<file path="config.mk">
export PLATFORM = sky130hd
export DESIGN_NAME = insn_splitter
export DESIGN_NICKNAME = d
export VERILOG_FILES = /design/src/rtl/insn_split_pkg.sv /design/src/rtl/hw_len_detect.sv /design/src/rtl/split_addr.sv /design/src/rtl/split_carry.sv /design/src/rtl/insn_splitter.sv
export SDC_FILE = /design/constraint.sdc
export NUM_CORES = 1
export LEC_CHECK = 0
export ABC_AREA = 0
export CORE_UTILIZATION = 57
export DETAILED_ROUTE_END_ITERATION = 8
export DONT_BUFFER_PORTS = 1
export PLACE_DENSITY = 0.83
export SLEW_MARGIN = 20
export SYNTH_ARGS = -nofsm -noshare
export SYNTH_HDL_FRONTEND = slang
export SYNTH_SLANG_ARGS = --single-unit
</file>
<file path="constraint.sdc">
create_clock -name clk -period 3.21 [get_ports clk]
set_clock_uncertainty 0.05 [all_clocks]
set_input_delay 0.642 -clock clk [delete_from_list [all_inputs] [get_ports clk]]
set_output_delay 0.642 -clock clk [all_outputs]
set_load 0.01 [all_outputs]
</file>
<file path="src/rtl/insn_split_pkg.sv">
// Package: shared constants and the length rule for the instruction splitter.
// Assumes halfwords of 16 bits and fetch words of two halfwords.
package insn_split_pkg;
    localparam int HW_W   = 16;
    localparam int LANES  = 2;
    localparam int WORD_W = HW_W * LANES;

    // True when the halfword is the leading half of a 32-bit instruction.
    function automatic logic starts_wide(input logic [HW_W-1:0] hw);
        return (hw[15:13] == 3'b111) && (hw[12:11] != 2'b00);
    endfunction
endpackage

</file>
<file path="src/rtl/hw_len_detect.sv">
// Module: classifies every halfword lane of a fetch word as a 32-bit prefix
// or not. Purely combinational; assumes lane 0 holds the lower address.
module hw_len_detect
    import insn_split_pkg::*;
#(
    parameter int N_LANES = LANES
) (
    input  logic [N_LANES*HW_W-1:0] word,
    output logic [N_LANES-1:0]      wide
);
    for (genvar g = 0; g < N_LANES; g++) begin : g_lane
        // Length flag of one halfword lane.
        always_comb wide[g] = starts_wide(word[g*HW_W +: HW_W]);
    end
endmodule

</file>
<file path="src/rtl/split_addr.sv">
// Module: tracks the address of the next instruction to issue.
// Assumes advance pulses only on an accepted instruction; redirect wins.
module split_addr #(
    parameter int                ADDR_W     = 32,
    parameter logic [ADDR_W-1:0] RESET_ADDR = '0
) (
    input  logic              clk,
    input  logic              rst_n,
    input  logic              advance,
    input  logic              adv_is32,
    input  logic              redirect_valid,
    input  logic [ADDR_W-1:0] redirect_addr,
    output logic [ADDR_W-1:0] pc
);
    localparam logic [ADDR_W-1:0] HW_MASK = {{(ADDR_W-1){1'b1}}, 1'b0};
    localparam logic [ADDR_W-1:0] STEP2   = ADDR_W'(2);
    localparam logic [ADDR_W-1:0] STEP4   = ADDR_W'(4);

    // Next-instruction address register.
    always_ff @(posedge clk) begin
        if (!rst_n)
            pc <= RESET_ADDR & HW_MASK;
        else if (redirect_valid)
            pc <= redirect_addr & HW_MASK;
        else if (advance)
            pc <= pc + (adv_is32 ? STEP4 : STEP2);
    end

    assert_step_R5: assert property (@(posedge clk) disable iff (!rst_n)
        (advance && !redirect_valid) |=>
            (pc == $past(pc) + ($past(adv_is32) ? STEP4 : STEP2)));

    assert_redirect_addr_R6: assert property (@(posedge clk) disable iff (!rst_n)
        redirect_valid |=> (pc == ($past(redirect_addr) & HW_MASK)));

    assert_pc_hold_R7: assert property (@(posedge clk) disable iff (!rst_n)
        (!advance && !redirect_valid) |=> $stable(pc));
endmodule

</file>
<file path="src/rtl/split_carry.sv">
// Module: halfword selector and carry register. Chooses which halfword of
// the presented fetch word is next, forms the output instruction, parks a
// straddling first half, and decides when the fetch word is consumed.
// Assumes the fetch source holds a word stable until it is accepted.
module split_carry
    import insn_split_pkg::*;
#(
    parameter logic RESET_HI = 1'b0
) (
    input  logic              clk,
    input  logic              rst_n,
    input  logic              fetch_valid,
    input  logic [WORD_W-1:0] fetch_word,
    input  logic [LANES-1:0]  wide,
    input  logic              out_ready,
    input  logic              redirect_valid,
    input  logic              redirect_hi,
    output logic              fetch_ready,
    output logic              out_valid,
    output logic [WORD_W-1:0] out_insn,
    output logic              out_is32
);
    logic            hw_sel;
    logic            hold_valid;
    logic [HW_W-1:0] hold_hw;
    logic [HW_W-1:0] lo_hw;
    logic [HW_W-1:0] hi_hw;
    logic            park;

    // Split the fetch word into its two lanes.
    always_comb begin
        lo_hw = fetch_word[HW_W-1:0];
        hi_hw = fetch_word[WORD_W-1:HW_W];
    end

    // A long instruction starting in the upper lane must be parked.
    always_comb park = !hold_valid && hw_sel && wide[1];

    // Output instruction formation.
    always_comb begin
        out_valid = fetch_valid && !redirect_valid && !park;
        if (hold_valid) begin
            out_insn = {hold_hw, lo_hw};
            out_is32 = 1'b1;
        end else if (hw_sel) begin
            out_insn = {{HW_W{1'b0}}, hi_hw};
            out_is32 = 1'b0;
        end else if (wide[0]) begin
            out_insn = {lo_hw, hi_hw};
            out_is32 = 1'b1;
        end else begin
            out_insn = {{HW_W{1'b0}}, lo_hw};
            out_is32 = 1'b0;
        end
    end

    // Fetch word consumption: only when its upper lane is used.
    always_comb begin
        if (redirect_valid)
            fetch_ready = 1'b1;
        else if (!out_ready || hold_valid)
            fetch_ready = 1'b0;
        else if (hw_sel)
            fetch_ready = 1'b1;
        else
            fetch_ready = wide[0];
    end

    // Lane pointer and carry register update.
    always_ff @(posedge clk) begin
        if (!rst_n) begin
            hw_sel     <= RESET_HI;
            hold_valid <= 1'b0;
            hold_hw    <= '0;
        end else if (redirect_valid) begin
            hw_sel     <= redirect_hi;
            hold_valid <= 1'b0;
        end else if (fetch_valid && out_ready) begin
            if (hold_valid) begin
                hold_valid <= 1'b0;
                hw_sel     <= 1'b1;
            end else if (hw_sel) begin
                hw_sel <= 1'b0;
                if (wide[1]) begin
                    hold_valid <= 1'b1;
                    hold_hw    <= hi_hw;
                end
            end else if (!wide[0]) begin
                hw_sel <= 1'b1;
            end
        end
    end

    assert_hold_lower_R4: assert property (@(posedge clk) disable iff (!rst_n)
        hold_valid |-> !hw_sel);

    assert_park_R4: assert property (@(posedge clk) disable iff (!rst_n)
        (fetch_valid && fetch_ready && park && !redirect_valid) |=> hold_valid);

    assert_no_accept_stall_R7: assert property (@(posedge clk) disable iff (!rst_n)
        (!out_ready && !redirect_valid) |-> !fetch_ready);

    assert_redirect_quiet_R6: assert property (@(posedge clk) disable iff (!rst_n)
        redirect_valid |-> (!out_valid && fetch_ready));

    assert_redirect_flush_R6: assert property (@(posedge clk) disable iff (!rst_n)
        redirect_valid |=> !hold_valid);
endmodule

</file>
<file path="src/rtl/insn_splitter.sv">
// Module: top of the variable-length instruction splitter. Turns a stream
// of little-endian fetch words into 16/32-bit instructions with addresses.
// Assumes that after a redirect the fetch source restarts at the word that
// contains the target address.
module insn_splitter
    import insn_split_pkg::*;
#(
    parameter int                ADDR_W     = 32,
    parameter logic [ADDR_W-1:0] RESET_ADDR = '0
) (
    input  logic              clk,
    input  logic              rst_n,
    input  logic              fetch_valid,
    output logic              fetch_ready,
    input  logic [31:0]       fetch_word,
    input  logic              redirect_valid,
    input  logic [ADDR_W-1:0] redirect_addr,
    output logic              out_valid,
    input  logic              out_ready,
    output logic [31:0]       out_insn,
    output logic              out_is32,
    output logic [ADDR_W-1:0] out_addr
);
    logic [LANES-1:0] lane_wide;
    logic             accepted;

    // Handshake on the instruction port.
    always_comb accepted = out_valid && out_ready;

    hw_len_detect #(.N_LANES(LANES)) u_len (
        .word (fetch_word),
        .wide (lane_wide)
    );

    split_carry #(.RESET_HI(RESET_ADDR[1])) u_carry (
        .clk            (clk),
        .rst_n          (rst_n),
        .fetch_valid    (fetch_valid),
        .fetch_word     (fetch_word),
        .wide           (lane_wide),
        .out_ready      (out_ready),
        .redirect_valid (redirect_valid),
        .redirect_hi    (redirect_addr[1]),
        .fetch_ready    (fetch_ready),
        .out_valid      (out_valid),
        .out_insn       (out_insn),
        .out_is32       (out_is32)
    );

    split_addr #(.ADDR_W(ADDR_W), .RESET_ADDR(RESET_ADDR)) u_addr (
        .clk            (clk),
        .rst_n          (rst_n),
        .advance        (accepted),
        .adv_is32       (out_is32),
        .redirect_valid (redirect_valid),
        .redirect_addr  (redirect_addr),
        .pc             (out_addr)
    );

    assert_short_upper_zero_R2: assert property (@(posedge clk) disable iff (!rst_n)
        (out_valid && !out_is32) |-> (out_insn[31:16] == 16'h0000));
endmodule

</file>
==> results.ini <==
[run_status]
outcome = finished clean

[flow_run]
cap_violations = 0

[routing]
drc = 0
viasPerCell = 5.968
routed-via-count = 2399
routed_wl_mm = 6.657
drt_pre_antenna_iters = 4
drt_iter0_markers = 128
ant_nets = 0
wl_per_cell_microns = 16.56

[sta]
rsz0062_at_grt = false
worst_slack_ps = 520.1
finalMaxSlewViolations = 0
max_freq_ghz = 0.3718
worst_slew_pin_slew_ps = 713.1
hold_viol = 0
setup_viol = 0
slew_headroom_pct = 52.23
period_minus_slack_ps = 2690
fin_tns_setup_ps = 0
post-route-period-util_pct = 83.80

[cts]
clkLatencyLatePin_ps = 300
cts_tree = built
clkSlewWorstSetupHoldPaths_ps = 90
cts_root_buffer = clkbuf_8
numCtsBuffers = 5
cts_sinks = 49
cts_buffer_depth = 2
cts_setup_buffers = 0
htreeDepth = 2
cts_resized = 0
postCtsHoldBufs = 0

[global_route]
met3_usage_pct = 7.995
top_usage_layer = met2
gr-usage-met1_pct = 27.36
gr-total-overflow = 0
grt_max_degree = 50
grt_pass1_vias = 2183
grt_pass1_wl_mm = 9.887
global_route.usage.met2_pct = 40.04
grt_usage_pct = 23.23
antenna_found_initial = 0

[finish]
antennaDiodeCount = 0
regArea_sq_um = 980.9
drive_above_1_share_pct = 15.66
final_nets = 404
fillCellCount = 439
layout_commonest_cell = dfxtp_1
final_cell_mix = 49 x dfxtp_1, 31 x o21ai_0, 28 x mux2i_1
multi_input_comb_area_sq_um = 1857
area_growth_pct = 4.085

[die]
die-area_sq_um = 5560
core_sq_um = 5075
die_w_microns = 74.57
initial_utilization_pct = 59.15
die_y_microns = 74.57
io_pins = 136
rows = 26

[yosys]
synth_edf_count = 0
syn_inst = 342
synth_area_sq_um = 3002
synth_nets = 414
synth.avg_cell_area_sq_um = 8.777
ys_seq_area_share_pct = 32.68
async_flop_share_pct = 0
ys.warnings.count = 0
synth_ff_type = dfxtp_1
ys_types = 48
ys_seq_elements = 49

[setup_path]
worstSetupStartpointType = primary input
path_class = primary input to register
end_kind = register
worstPathArrival_ps = 2880
cp_data_required_time_ps = 3400
cp_max_fo = 11
r2r.worst_path.cells = 9

[place]
gp_congestion = 0.7371
preCtsSetupSlack_ps = 224.7
portBuffers = 0
dpl.hpwl_mm = 4.833

[power_and_ir_drop]
power.leakage_uw = 0.0009925
powerDensity_nw_per_um2 = 393.3
worst_ir_drop_vdd_uv = 287.1

[worst_hold_path]
hp-class = primary input to register
hold_depth = 2

metal layers:
layer | up-vias | routed length, microns
li1 | 1180 | -
met1 | 1116 | 2762
met2 | 101 | 3357
met3 | 2 | 505
met4 | 0 | 32
met5 | - | 0
area by class of cell:
| class | count | area share, % |
|---|---|---|
| Clock buffer | 7 | 2.763 |
| Inverter | 14 | 1.682 |
| Multi-Input combinational cell | 254 | 59.43 |
| Sequential cell | 49 | 31.40 |
| Tap cell | 70 | 2.803 |
| Timing Repair Buffer | 8 | 1.922 |
worst max-delay path: stages:
cell,delay (ps)
o2111ai_2,220
nor2_1,80
nor2_2,130
ha_1,180
inv_1,60
fa_1,420
or2_2,460
nor3_2,290
mux2i_1,220
o2111a_1,190
cells in the mapped netlist (3+ instances only):
master	n	area share (%)
dfxtp_1	49	33
o21ai_0	31	5.2
mux2i_1	28	9.3
a21oi_1	27	4.5
xnor2_1	24	7.0
nor2_1	22	2.8
nand2_1	17	2.1
mux2_2	16	6.0
clkbuf_1	15	1.9
inv_1	14	1.8
nor2b_1	13	2.7
nand3_1	12	2.0
nor3_1	12	2.0
nor4_2	8	3.3
buf_2	6	1.0
o21a_1	4	1.0
a21o_1	3	0.75
and3_1	3	0.63
and4_1	3	0.88
flip-flops by register name (all words and copies together) (netlist names):
signal and count:
u_carry.hw_sel 1, u_addr.pc 31, u_carry.hold_valid 1, u_carry.hold_hw 16
stage by stage:
step                      hold WS, ps  power (uW)  utilization, %  cells  instance area (sq um)
after CTS                       413.4        1236           61.56    402                   3124
after global placement          399.0       865.7           59.86    395                   3038
final                           421.1        1229           61.56    402                   3124
after floorplan                 390.7       848.3               -    342                   3020
after detailed placement        404.8       875.2           59.86    395                   3038
after global routing            418.8        1279           61.56    402                   3124
worst paths after layout:
path,startpoint,end,slack (ps)
setup / recovery,fetch_word[11],u_addr.pc[27],520
hold / removal,rst_n,u_addr.pc[22],420
setup reg to reg,u_carry.hw_sel,u_addr.pc[27],700
hold reg to reg,u_carry.hold_hw[15],u_carry.hold_hw[15],420
power by group:
group	total [uW]	switching [uW]	internal, uW
registers	687	50.7	636
clock network	368	196	171
logic	174	95.3	78.5
cells by family (layout without fill, tap and decap cells):
kind of cell,after synthesis,after routing,synth area share [%]
compound gates,76,76,14.88
other cells,1,1,0.1249
xor+xnor,25,25,7.295
mux,44,44,15.34
fa+ha+maj,3,3,1.501
flops,49,49,32.68
simple gates,105,105,22.43
buf+inv,39,29,5.752
No activity file was read; power rests on OpenSTA's default activity.
